### config.mk
export PLATFORM = sky130hd
export DESIGN_NAME = ret_addr_stack
export DESIGN_NICKNAME = d
export VERILOG_FILES = /design/src/rtl/ras_pkg.sv /design/src/rtl/ras_ptr.sv /design/src/rtl/ras_store.sv /design/src/rtl/ras_check.sv /design/src/rtl/ret_addr_stack.sv
export SDC_FILE = /design/constraint.sdc
export NUM_CORES = 1
export LEC_CHECK = 0
export CORE_UTILIZATION = 25
export CTS_CLUSTER_DIAMETER = 80
export DETAILED_ROUTE_END_ITERATION = 8
export SYNTH_ARGS = -nofsm -noshare
export SYNTH_HDL_FRONTEND = slang
export SYNTH_SLANG_ARGS = --single-unit
### constraint.sdc
create_clock -name clk_i -period 8.1 [get_ports clk_i]
set_clock_uncertainty 0.2 [all_clocks]
set_input_delay 0.81 -clock clk_i [delete_from_list [all_inputs] [get_ports clk_i]]
set_output_delay 0.81 -clock clk_i [all_outputs]
set_load 0.03 [all_outputs]
### src/rtl/ras_pkg.sv
package ras_pkg;
  typedef enum logic [1:0] {
    OP_NONE = 2'd0,
    OP_PUSH = 2'd1,
    OP_POP  = 2'd2,
    OP_SWAP = 2'd3
  } stk_op_e;
endpackage

### src/rtl/ras_ptr.sv
module ras_ptr
  import ras_pkg::*;
#(
  parameter int DEPTH = 8,
  localparam int PTR_W = $clog2(DEPTH),
  localparam int CNT_W = $clog2(DEPTH + 1)
) (
  input  logic             clk_i,
  input  logic             rst_ni,
  input  logic             flush_i,
  input  logic             call_i,
  input  logic             ret_i,
  output logic [PTR_W-1:0] top_idx_o,
  output logic             empty_o,
  output logic             wr_en_o,
  output logic [PTR_W-1:0] wr_idx_o
);
  localparam logic [PTR_W-1:0] LAST = PTR_W'(DEPTH - 1);
  localparam logic [CNT_W-1:0] FULL = CNT_W'(DEPTH);

  logic [PTR_W-1:0] tp_q, tp_d;
  logic [CNT_W-1:0] cnt_q, cnt_d;
  stk_op_e          op;

  function automatic logic [PTR_W-1:0] inc(input logic [PTR_W-1:0] x);
    return (x == LAST) ? '0 : x + 1'b1;
  endfunction

  function automatic logic [PTR_W-1:0] dec(input logic [PTR_W-1:0] x);
    return (x == '0) ? LAST : x - 1'b1;
  endfunction

  always_comb begin
    op = OP_NONE;
    if (!flush_i) begin
      unique case ({call_i, ret_i && cnt_q != '0})
        2'b10:   op = OP_PUSH;
        2'b01:   op = OP_POP;
        2'b11:   op = OP_SWAP;
        default: op = OP_NONE;
      endcase
    end
  end

  always_comb begin
    tp_d     = tp_q;
    cnt_d    = cnt_q;
    wr_en_o  = 1'b0;
    wr_idx_o = inc(tp_q);
    unique case (op)
      OP_PUSH: begin
        wr_en_o = 1'b1;
        tp_d    = inc(tp_q);
        cnt_d   = (cnt_q == FULL) ? FULL : cnt_q + 1'b1;
      end
      OP_POP: begin
        tp_d  = dec(tp_q);
        cnt_d = cnt_q - 1'b1;
      end
      OP_SWAP: begin
        // pop then push lands on the same slot
        wr_en_o  = 1'b1;
        wr_idx_o = tp_q;
      end
      default: ;
    endcase
    if (flush_i) cnt_d = '0;
  end

  always_ff @(posedge clk_i or negedge rst_ni) begin
    if (!rst_ni) begin
      tp_q  <= '0;
      cnt_q <= '0;
    end else begin
      tp_q  <= tp_d;
      cnt_q <= cnt_d;
    end
  end

  assign top_idx_o = tp_q;
  assign empty_o   = (cnt_q == '0);


  cnt_bound_chk: assert property (@(posedge clk_i) disable iff (!rst_ni)
    cnt_q <= FULL);

  flush_clear_chk: assert property (@(posedge clk_i) disable iff (!rst_ni)
    flush_i |=> cnt_q == '0);

  empty_ret_chk: assert property (@(posedge clk_i) disable iff (!rst_ni)
    (ret_i && !call_i && cnt_q == '0) |=> cnt_q == '0);

  swap_depth_chk: assert property (@(posedge clk_i) disable iff (!rst_ni)
    (call_i && ret_i && !flush_i && cnt_q != '0) |=> $stable(cnt_q));
endmodule

### src/rtl/ras_store.sv
module ras_store #(
  parameter int DEPTH = 8,
  parameter int PC_W  = 32,
  localparam int PTR_W = $clog2(DEPTH)
) (
  input  logic             clk_i,
  input  logic             rst_ni,
  input  logic             wr_en_i,
  input  logic [PTR_W-1:0] wr_idx_i,
  input  logic [PC_W-1:0]  wr_pc_i,
  input  logic [PTR_W-1:0] rd_idx_i,
  output logic [PC_W-1:0]  rd_pc_o
);
  logic [PC_W-1:0] ent_q [DEPTH];

  for (genvar g = 0; g < DEPTH; g++) begin : g_ent
    always_ff @(posedge clk_i or negedge rst_ni) begin
      if (!rst_ni)                                  ent_q[g] <= '0;
      else if (wr_en_i && wr_idx_i == PTR_W'(g))    ent_q[g] <= wr_pc_i;
    end
  end

  assign rd_pc_o = ent_q[rd_idx_i];
endmodule

### src/rtl/ras_check.sv
module ras_check #(
  parameter int PC_W = 32
) (
  input  logic            clk_i,
  input  logic            rst_ni,
  input  logic            ret_i,
  input  logic            pred_valid_i,
  input  logic [PC_W-1:0] pred_pc_i,
  input  logic            resolve_i,
  input  logic [PC_W-1:0] resolve_pc_i,
  output logic            mispred_o,
  output logic [PC_W-1:0] redirect_pc_o
);
  logic            rec_vld_q, rec_pv_q;
  logic [PC_W-1:0] rec_pc_q;
  logic            miss;

  assign miss = rec_vld_q && (!rec_pv_q || rec_pc_q != resolve_pc_i);

  always_ff @(posedge clk_i or negedge rst_ni) begin
    if (!rst_ni) begin
      rec_vld_q     <= 1'b0;
      rec_pv_q      <= 1'b0;
      rec_pc_q      <= '0;
      mispred_o     <= 1'b0;
      redirect_pc_o <= '0;
    end else begin
      mispred_o <= resolve_i && miss;
      if (resolve_i) begin
        redirect_pc_o <= resolve_pc_i;
        rec_vld_q     <= 1'b0;
      end
      // a new return in the same cycle replaces the consumed record
      if (ret_i) begin
        rec_vld_q <= 1'b1;
        rec_pv_q  <= pred_valid_i;
        rec_pc_q  <= pred_pc_i;
      end
    end
  end


  mispred_src_chk: assert property (@(posedge clk_i) disable iff (!rst_ni)
    mispred_o |-> $past(resolve_i));

  no_rec_chk: assert property (@(posedge clk_i) disable iff (!rst_ni)
    (resolve_i && !rec_vld_q) |=> !mispred_o);
endmodule

### src/rtl/ret_addr_stack.sv
module ret_addr_stack #(
  parameter int DEPTH = 8,
  parameter int PC_W  = 32,
  localparam int PTR_W = $clog2(DEPTH)
) (
  input  logic            clk_i,
  input  logic            rst_ni,
  input  logic            flush_i,
  input  logic            call_i,
  input  logic [PC_W-1:0] call_pc_i,
  input  logic            ret_i,
  output logic            pred_valid_o,
  output logic [PC_W-1:0] pred_pc_o,
  input  logic            resolve_i,
  input  logic [PC_W-1:0] resolve_pc_i,
  output logic            mispred_o,
  output logic [PC_W-1:0] redirect_pc_o
);
  logic [PTR_W-1:0] top_idx, wr_idx;
  logic             empty, wr_en;

  ras_ptr #(.DEPTH(DEPTH)) u_ptr (
    .clk_i     (clk_i),
    .rst_ni    (rst_ni),
    .flush_i   (flush_i),
    .call_i    (call_i),
    .ret_i     (ret_i),
    .top_idx_o (top_idx),
    .empty_o   (empty),
    .wr_en_o   (wr_en),
    .wr_idx_o  (wr_idx)
  );

  ras_store #(.DEPTH(DEPTH), .PC_W(PC_W)) u_store (
    .clk_i    (clk_i),
    .rst_ni   (rst_ni),
    .wr_en_i  (wr_en),
    .wr_idx_i (wr_idx),
    .wr_pc_i  (call_pc_i),
    .rd_idx_i (top_idx),
    .rd_pc_o  (pred_pc_o)
  );

  assign pred_valid_o = ret_i && !empty;

  ras_check #(.PC_W(PC_W)) u_check (
    .clk_i         (clk_i),
    .rst_ni        (rst_ni),
    .ret_i         (ret_i && !flush_i),
    .pred_valid_i  (pred_valid_o),
    .pred_pc_i     (pred_pc_o),
    .resolve_i     (resolve_i),
    .resolve_pc_i  (resolve_pc_i),
    .mispred_o     (mispred_o),
    .redirect_pc_o (redirect_pc_o)
  );


  pred_gate_chk: assert property (@(posedge clk_i) disable iff (!rst_ni)
    pred_valid_o |-> ret_i);

  pred_after_call_chk: assert property (@(posedge clk_i) disable iff (!rst_ni)
    (call_i && !ret_i && !flush_i) |=> (ret_i |-> pred_valid_o && pred_pc_o == $past(call_pc_i)));
endmodule

==> results of run 1 <==
## path summary, 6_finish.rpt
check / endpoint / cells after the start
max in group asynchronous: u_store.ent_q[3] / 3
worst min register to register: u_store.ent_q[38] / 1
worst max-delay path: pred_pc_o[27] / 4
min in group clk_i: u_store.ent_q[38] / 1
worst max register to register: u_store.ent_q[251] / 9
worst min-delay path: u_ptr.top_idx_o[0] / 1
## power by group
part	leakage [uW]	switching [uW]	internal, uW
clock	0.000640	698	1060
sequential	0.00405	428	2360
combinational	0.00290	1420	1700
## kinds of logic (layout without fill, tap and decap cells)
group,Yosys count,in the layout,share of synthesized area
AO/OA/AOI/OAI,21,21,0.00858
multiplexers,417,417,0.365
adder cells (fa/ha/maj),9,9,0.00757
XOR/XNOR,34,34,0.0200
flip-flops,330,330,0.555
buffers and inverters,65,225,0.0248
other,0,1,0
AND/OR/NAND/NOR,51,51,0.0184
## metrics by stage
stage | power [uW] | hold slack [ps]
finish | 7670 | 165
global route | 8130 | 249
CTS | 7820 | 200
detailed placement | 6010 | 276
global placement | 5920 | 267
floorplan | 4940 | 246
## synth_stat cells (all sizes together) (2+ instances only)
cell | n | area share
mux2 | 353 | 0.27
dfrtp | 330 | 0.56
mux4 | 64 | 0.097
buf | 41 | 0.019
xnor2 | 21 | 0.012
clkbuf | 15 | 0.0039
xor2 | 13 | 0.0077
nor2 | 12 | 0.0030
ha | 9 | 0.0076
inv | 9 | 0.0023
nand2 | 9 | 0.0023
a21oi | 7 | 0.0024
o21ai | 6 | 0.0020
nand4 | 5 | 0.0021
nor4 | 5 | 0.0021
nand2b | 4 | 0.0017
nor2b | 4 | 0.0017
nand3 | 3 | 0.0010
nor3b | 3 | 0.0015
a211oi | 2 | 0.0010
a31oi | 2 | 0.00084
nor3 | 2 | 0.00067
## sequential cells by signal (all words and copies together) (netlist names)
| name | count |
|---|---|
| u_check.mispred_o | 1 |
| u_store.ent_q | 256 |
| u_check.rec_pv_q | 1 |
| u_check.rec_pc_q | 32 |
| u_check.rec_vld_q | 1 |
| u_ptr.cnt_q | 4 |
| u_ptr.top_idx_o | 3 |
| u_check.redirect_pc_o | 32 |
## cell type report
type | instances | area [um2] | share of cell area
Sequential cell | 330 | 8260 | 0.452
Multi-Input combinational cell | 532 | 6290 | 0.344
Timing Repair Buffer | 149 | 1460 | 0.0796
Clock buffer | 56 | 1160 | 0.0634
Tap cell | 773 | 967 | 0.0528
Clock inverter | 11 | 130 | 0.00711
Inverter | 9 | 33.8 | 0.00185
Antenna cell | 1 | 2.50 | 0.000137
## metal layers
metal	GRT usage	wire length (um)
met1	0.164	16200
met2	0.201	17400
met3	0.0366	2530
met4	0.0311	656
met5	0	36
==> flow_summary.json, run 1 <==
{
  "status": "finished clean",
  "wire_per_inst_um": 19.8,
  "worst_slew_margin_rel": 0.251,
  "path_cells": "buf_4 > mux4_2 > mux2_4 > clkdlybuf4s50_1",
  "critical_path.endpoint_type": "output pin",
  "place.port_buffers": 135,
  "first_global_vias": 9141,
  "placed_area_mm2": 0.0170,
  "maxCapViolations": 0,
  "timing.hold.worst.class": "primary input to asynchronous set/reset pin",
  "vias": 8304,
  "overflow": 0,
  "drtIter0Drc": 256,
  "leakage_uw": 0.00760,
  "cts_repair_resize_count": 0,
  "vias_per_cell": 4.46,
  "dp.final_hpwl_um": 23700,
  "reg2reg_setup_slack_ps": 4250,
  "synth_sequential_area_ratio": 0.555,
  "syn_to_final_growth_pct": 23.0,
  "chipHeight_um": 246,
  "synth_area_mm2": 0.0149,
  "most_used_cells_in_the_layout_excluding_fill_and_tap_cells": "sky130_fd_sc_hd__mux2_2 (345), sky130_fd_sc_hd__dfrtp_1 (327), sky130_fd_sc_hd__clkdlybuf4s50_1 (133)",
  "synthFlopType": "sky130_fd_sc_hd__dfrtp_1",
  "cts_setup_buffers": 0,
  "grt_util_all_layers": 0.125,
  "n_fill_cell": 5758,
  "worstPathMaxFanout": 39,
  "rows": 89,
  "synthArstFlopShare": 1.00,
  "clock_sinks": 330,
  "final.period_utilization": 0.600,
  "drt-total-wl_um": 36800,
  "synth.yosys.warnings": 0,
  "biggest_cell_delay_along_the_critical_path_ps": 870,
  "drtAntennaViolNets": 0,
  "clock_tree.buffer_depth": 3,
  "cts_buffers": 39,
  "dieWidth_um": 246,
  "timing.critical_path.arrival_ps": 3850,
  "timing.critical_path.from_type": "flip-flop",
  "timing_max_transition_violations_final": 0,
  "drive_gt1_frac": 0.464,
  "htree_levels": 2,
  "drc_errors": 0,
  "placement.setup.worst_slack_ps": 3290,
  "stdcell_count": 1861,
  "starting_density_of_the_core": 0.253,
  "hold_viol": 0,
  "cpMaxStageDelayCell": "sky130_fd_sc_hd__dfrtp_4",
  "grt_first_pass_wirelength_um": 57200,
  "grt_setup_unrepaired": "false",
  "post_synth_edffs": 0,
  "design.final.nets": 1140,
  "pin_count_of_the_biggest_net_entering_global_routing": 126,
  "drt_pass1_iterations": 4,
  "r2r-start": "u_ptr.cnt_q[0]",
  "top_level_ports": 136,
  "power_density_mw_per_mm2": 419,
  "numPlacedInstances": 1793,
  "finalCriticalPeriod_ps": 4860,
  "netlist_instances": 927,
  "setup_total_negative_slack_ps": 0,
  "worst-path-buf-inv": 2,
  "timing.final.setup_violations": 0,
  "max_freq_ghz": 0.206,
  "irDropWorstVdd_v": 0.000253,
  "tritoncts": "done",
  "grt_antenna_before_repair": 4,
  "synthesis.nets": 1006,
  "yosys.cell_types.count": 37,
  "clkLatencyLatePin_ps": 560,
  "synth-seq-cells": 330,
  "final_util": 0.311,
  "layout_commonest_cell": "sky130_fd_sc_hd__mux2_2",
  "hold_buffers": 0,
  "path_clk_slew_ps": 50,
  "max_slew.worst_pin.slew_ps": 1120,
  "core_area_mm2": 0.0589,
  "post-route-cell-area_mm2": 0.0183,
  "worstPathRequired_ps": 7090,
  "critPathTopFamily": "buffers and inverters",
  "gp_congestion": 0.699,
  "die_area_mm2": 0.0605,
  "avgSynthCellArea_um2": 16.0,
  "cts.root.buffer_cell": "sky130_fd_sc_hd__clkbuf_16",
  "timing.critical_path.from": "u_ptr.top_idx_o[0]",
  "final_critical_path_setup_slack_ps": 3240,
  "crit_type": "flip-flop to output pin"
}
No activity file was read; power rests on OpenSTA's default activity.
==> run 2: changes to the inputs <==
- clock period: 8.1 -> 4.6 ns (I/O delays scaled with it)
==> run 2 against run 1 <==
  * Power rose by 78%
  * Register-to-register slack got worse by 3200 ps
  * Cell count rose by 0.27%
  * Critical path type unchanged
  * Flip-flop and latch count did not move
  * First-iteration DRC count rose by 48%
  * Non-clock buffer count rose by 2
  * Count of clock-buffer cells in the layout rose by 5
  * Via count rose by 0.87%
  * Sequential power rose by 74%
  * Largest cell class unchanged
==> flow_summary.json, run 2 (synthesis gave the netlist of run 1 again) <==
{
  "status": "finished clean",
  "timing.critical_path.from_type": "flip-flop",
  "grt_antenna_before_repair": 2,
  "largest_reg_flops": 256,
  "pin_count_of_the_biggest_net_entering_global_routing": 121,
  "timing.critical_path.arrival_ps": 3230,
  "overflow": 0,
  "stdcell_count": 1866,
  "chipHeight_um": 246,
  "tritoncts": "done",
  "clkLatencyLatePin_ps": 570,
  "drt_pass1_iterations": 4,
  "design.final.nets": 1143,
  "critical_path.endpoint_type": "output pin",
  "die_area_mm2": 0.0605,
  "cpMaxStageDelayCell": "sky130_fd_sc_hd__dfrtp_4",
  "crit_type": "flip-flop to output pin",
  "worst-path-buf-inv": 2,
  "drtAntennaViolNets": 0,
  "worst_slew_margin_rel": 0.285,
  "clock_sinks": 330,
  "n_fill_cell": 5775,
  "p_total_uw": 13700,
  "grt_setup_unrepaired": "false",
  "syn_to_final_growth_pct": 24.2,
  "max_slew.worst_pin.slew_ps": 1070,
  "timing.hold.worst.class": "flip-flop to flip-flop",
  "vias_per_cell": 4.49,
  "clock_tree.buffer_depth": 3,
  "maxCapViolations": 0,
  "dieWidth_um": 246,
  "critPathTopFamily": "buffers and inverters",
  "rows": 89,
  "grt_first_pass_wirelength_um": 56700,
  "most_used_cells_in_the_layout_excluding_fill_and_tap_cells": "sky130_fd_sc_hd__mux2_2 (345), sky130_fd_sc_hd__dfrtp_1 (327), sky130_fd_sc_hd__clkdlybuf4s50_1 (133)",
  "timing.final.setup_violations": 0,
  "max_freq_ghz": 0.257,
  "drt-total-wl_um": 36900,
  "finalCriticalPeriod_ps": 3890,
  "timing_max_transition_violations_final": 0,
  "antenna_cells": 0,
  "cts_repair_resize_count": 0,
  "drc_errors": 0,
  "cts_setup_buffers": 0,
  "first_global_vias": 8975,
  "drive_gt1_frac": 0.463,
  "worstPathRequired_ps": 3940,
  "hold_viol": 0,
  "setup_total_negative_slack_ps": 0,
  "leakage_uw": 0.00765,
  "worstPathMaxFanout": 54,
  "irDropWorstVdd_v": 0.000400,
  "final.period_utilization": 0.847,
  "gp_congestion": 0.727,
  "wire_per_inst_um": 19.8,
  "drtIter0Drc": 378,
  "path_clk_slew_ps": 60,
  "reg.largest.list": "u_store.ent_q: 256 flops, u_check.rec_pc_q: 32 flops, u_check.redirect_pc_o: 32 flops",
  "power_density_mw_per_mm2": 739,
  "htree_levels": 2,
  "place.port_buffers": 135,
  "biggest_cell_delay_along_the_critical_path_ps": 630,
  "top_level_ports": 136,
  "dp.final_hpwl_um": 23400,
  "core_area_mm2": 0.0589,
  "numPlacedInstances": 1794,
  "path_cells": "buf_12 > mux4_2 > mux2_2 > clkdlybuf4s50_1",
  "vias": 8376,
  "largest_register": "u_store.ent_q",
  "cts.root.buffer_cell": "sky130_fd_sc_hd__clkbuf_16",
  "cts_buffers": 40,
  "grt_util_all_layers": 0.125,
  "layout_commonest_cell": "sky130_fd_sc_hd__mux2_2",
  "starting_density_of_the_core": 0.253,
  "hold_slack_ps": 297
}
==> run 2: worst paths after layout <==
check / start / endpoint / slack (ps) / depth (start not counted)
hold reg to reg: u_store.ent_q[38] / u_store.ent_q[38] / 300 / 1
setup / recovery: u_ptr.top_idx_o[0] / pred_pc_o[31] / 710 / 4
max in group asynchronous: rst_ni / u_store.ent_q[119] / 2640 / 3
setup reg to reg: u_ptr.cnt_q[0] / u_store.ent_q[52] / 1070 / 10
hold / removal: u_store.ent_q[38] / u_store.ent_q[38] / 300 / 1
min in group asynchronous: rst_ni / u_ptr.cnt_q[2] / 380 / 2
==> run 2: what timing repair did <==
action	in CTS	in global routing
setup endpoints to repair	0	0
hold endpoints to repair	117	0
hold buffers	1	0
==> run 2: power breakdown <==
group          leakage, uW  total [uW]  internal (uW)  switching [uW]
clock network     0.000657        3190           1950            1240
logic              0.00294        5610           3030            2580
registers          0.00405        4860           4170             689
==> run 2: cell type report <==
| cell class | count | area [um2] | area share |
|---|---|---|---|
| clock inverters | 10 | 123 | 0.00664 |
| clock buffers | 61 | 1220 | 0.0661 |
| multi-input cells | 532 | 6290 | 0.340 |
| inverters | 9 | 33.8 | 0.00183 |
| well taps | 773 | 967 | 0.0524 |
| flip-flops and latches | 330 | 8260 | 0.447 |
| repair buffers | 151 | 1570 | 0.0852 |
==> run 2: routing by layer <==
metal,wire [um],global-route usage,up-vias
met2,17300,0.197,181
li1,-,-,3701
met1,16600,0.167,4435
met5,26,0,-
met3,2230,0.0320,55
met4,787,0.0343,4
==> run 2: stage by stage <==
stage	setup WS [ps]	area, um2	util
after floorplan	1430	14900	-
after global placement	929	17100	0.291
after detailed placement	912	17100	0.291
after CTS	618	18500	0.314
after global routing	545	18500	0.314
final	706	18500	0.314
==> run 3: changes to the inputs <==
- clock period: 4.6 -> 3.2 ns (I/O delays scaled with it)
==> run 3 against run 2 <==
  * Critical path depth stayed put
  * Sequential share of layout area is 0.44 points lower
  * Routed wire length is 0.90% higher
  * Worst hold slack worse by 200 ps
  * Non-clock buffer count is 23 higher
  * Register-to-register slack worse by 910 ps
  * Largest power group unchanged
==> flow_summary.json, run 3 (synthesis gave the netlist of run 1 again) <==
{
  "power_share_of_the_sequential_group": 0.359,
  "worstPathRequired_ps": 2680,
  "critical_path.endpoint_type": "output pin",
  "htree_levels": 2,
  "clock_sinks": 330,
  "gr-max-usage-layer": "met2",
  "vias_per_cell": 4.48,
  "timing_max_transition_violations_final": 0,
  "numPlacedInstances": 1817,
  "largest_reg_flops": 256,
  "status": "finished clean",
  "leakage_uw": 0.00784,
  "regArea_mm2": 0.00826,
  "die_area_mm2": 0.0605,
  "place.port_buffers": 135,
  "drtIter0Drc": 441,
  "cts.root.buffer_cell": "sky130_fd_sc_hd__clkbuf_16",
  "final.period_utilization": 0.975,
  "largest_register": "u_store.ent_q",
  "final_util": 0.317,
  "gr-usage-met2": 0.203,
  "layout_commonest_cell": "sky130_fd_sc_hd__mux2_2",
  "finalCriticalPeriod_ps": 3120,
  "vias": 8471,
  "post-route-cell-area_mm2": 0.0187,
  "maxCapViolations": 0,
  "multiInputGateArea_mm2": 0.00630,
  "grt_antenna_before_repair": 2,
  "clkLatencyLatePin_ps": 560,
  "grt_first_pass_wirelength_um": 57500,
  "power_density_mw_per_mm2": 1030,
  "gp_congestion": 0.725,
  "cts_buffers": 40,
  "swShare": 0.338,
  "p_total_uw": 19300,
  "grt_util_all_layers": 0.126,
  "path_clk_slew_ps": 50,
  "placed_area_mm2": 0.0174,
  "chipHeight_um": 246,
  "stdcell_count": 1890,
  "clock_tree.buffer_depth": 3,
  "drc_errors": 0,
  "core_area_mm2": 0.0589,
  "first_global_vias": 9179,
  "timing.critical_path.from_type": "flip-flop",
  "hold_viol": 0,
  "worstPathMaxFanout": 27,
  "dieWidth_um": 246,
  "power.share.combinational": 0.415,
  "clock_power_share": 0.226,
  "reg.largest.list": "u_store.ent_q: 256 flops, u_check.rec_pc_q: 32 flops, u_check.redirect_pc_o: 32 flops",
  "most_used_cells_in_the_layout_excluding_fill_and_tap_cells": "sky130_fd_sc_hd__mux2_2 (345), sky130_fd_sc_hd__dfrtp_1 (327), sky130_fd_sc_hd__clkdlybuf4s50_1 (101)",
  "pin_count_of_the_biggest_net_entering_global_routing": 89,
  "max_freq_ghz": 0.320,
  "cts_setup_buffers": 0,
  "tritoncts": "done",
  "design.final.nets": 1166,
  "setup_total_negative_slack_ps": 0,
  "top_level_ports": 136,
  "drive_gt1_frac": 0.470,
  "starting_density_of_the_core": 0.253,
  "rows": 89,
  "timing.final.setup_violations": 0,
  "use_met3": 0.0242,
  "timing.critical_path.arrival_ps": 2600,
  "irDropWorstVdd_v": 0.000530,
  "intPower_uw": 12700,
  "drtAntennaViolNets": 0,
  "syn_to_final_growth_pct": 25.4,
  "switching_power_uw": 6510,
  "n_fill_cell": 5753,
  "dp.final_hpwl_um": 24200,
  "drt_pass1_iterations": 4,
  "crit_type": "flip-flop to output pin",
  "gr-usage-met1": 0.170,
  "worst_slew_margin_rel": 0.340,
  "overflow": 0,
  "max_slew.worst_pin.slew_ps": 990,
  "antenna_cells": 0,
  "wire_per_inst_um": 19.7,
  "drt-total-wl_um": 37300,
  "timing.hold.worst.class": "primary input to asynchronous set/reset pin"
}
==> run 3: power by group through the flow <==
| stage | Combinational, uW | Clock (uW) | Sequential [uW] |
|---|---|---|---|
| after floorplan | 5800 | 0 | 6710 |
| after global placement | 8320 | 0 | 6880 |
| after detailed placement | 8440 | 0 | 6980 |
| after CTS | 8150 | 4510 | 6910 |
| after global routing | 8560 | 4680 | 7150 |
| final | 7990 | 4350 | 6920 |
==> run 3: layout make-up <==
type / count / area share
clock buffers: 62 / 0.0613
clock inverters: 10 / 0.00637
inverters: 9 / 0.00181
multi-input cells: 532 / 0.338
flip-flops and latches: 330 / 0.443
well taps: 773 / 0.0518
repair buffers: 174 / 0.0980
==> run 3: path summary, 6_finish.rpt <==
check / startpoint / endpoint / slack [ps] / cells after the start
min in group clk_i: resolve_pc_i[24] / u_check.redirect_pc_o[24] / 240 / 2
max in group asynchronous: rst_ni / u_check.redirect_pc_o[23] / 1810 / 3
hold / removal: rst_ni / u_store.ent_q[255] / 100 / 2
setup reg to reg: u_ptr.cnt_q[0] / u_store.ent_q[43] / 160 / 10
hold reg to reg: u_store.ent_q[39] / u_store.ent_q[39] / 290 / 1
setup / recovery: u_ptr.top_idx_o[0] / pred_pc_o[27] / 80 / 4
==> run 3: metrics by stage <==
stage / hold WS [ps] / worst slack, ps
3_5_place_dp: 116 / 21.8
5_1_grt: 141 / -31.6
6_report: 101 / 78.9
4_1_cts: 107 / 21.1
2_1_floorplan: -176 / 174
3_3_place_gp: 91.5 / 56.3
==> run 3: critical path, stage by stage (launching register included) <==
cell and delay [ps]:
sky130_fd_sc_hd__dfrtp_4 520, sky130_fd_sc_hd__buf_16 240, sky130_fd_sc_hd__mux4_2 560, sky130_fd_sc_hd__mux2_4 320
sky130_fd_sc_hd__clkdlybuf4s15_1 360
==> run 3: per-layer routing <==
layer	vias to the layer above	wire (um)	part of all wire
li1	3755	-	-
met1	4466	16600	0.45
met2	188	17700	0.47
met3	58	2150	0.058
met4	4	810	0.022
met5	-	18	0.00048
==> run 3: repair_timing <==
action | CTS | global route
hold buffers | 1 | 0
gates resized for setup | 33 | 5
endpoints found under the setup margin | 33 | 206
pin swaps | 0 | 0
endpoints found under the hold margin | 66 | 0
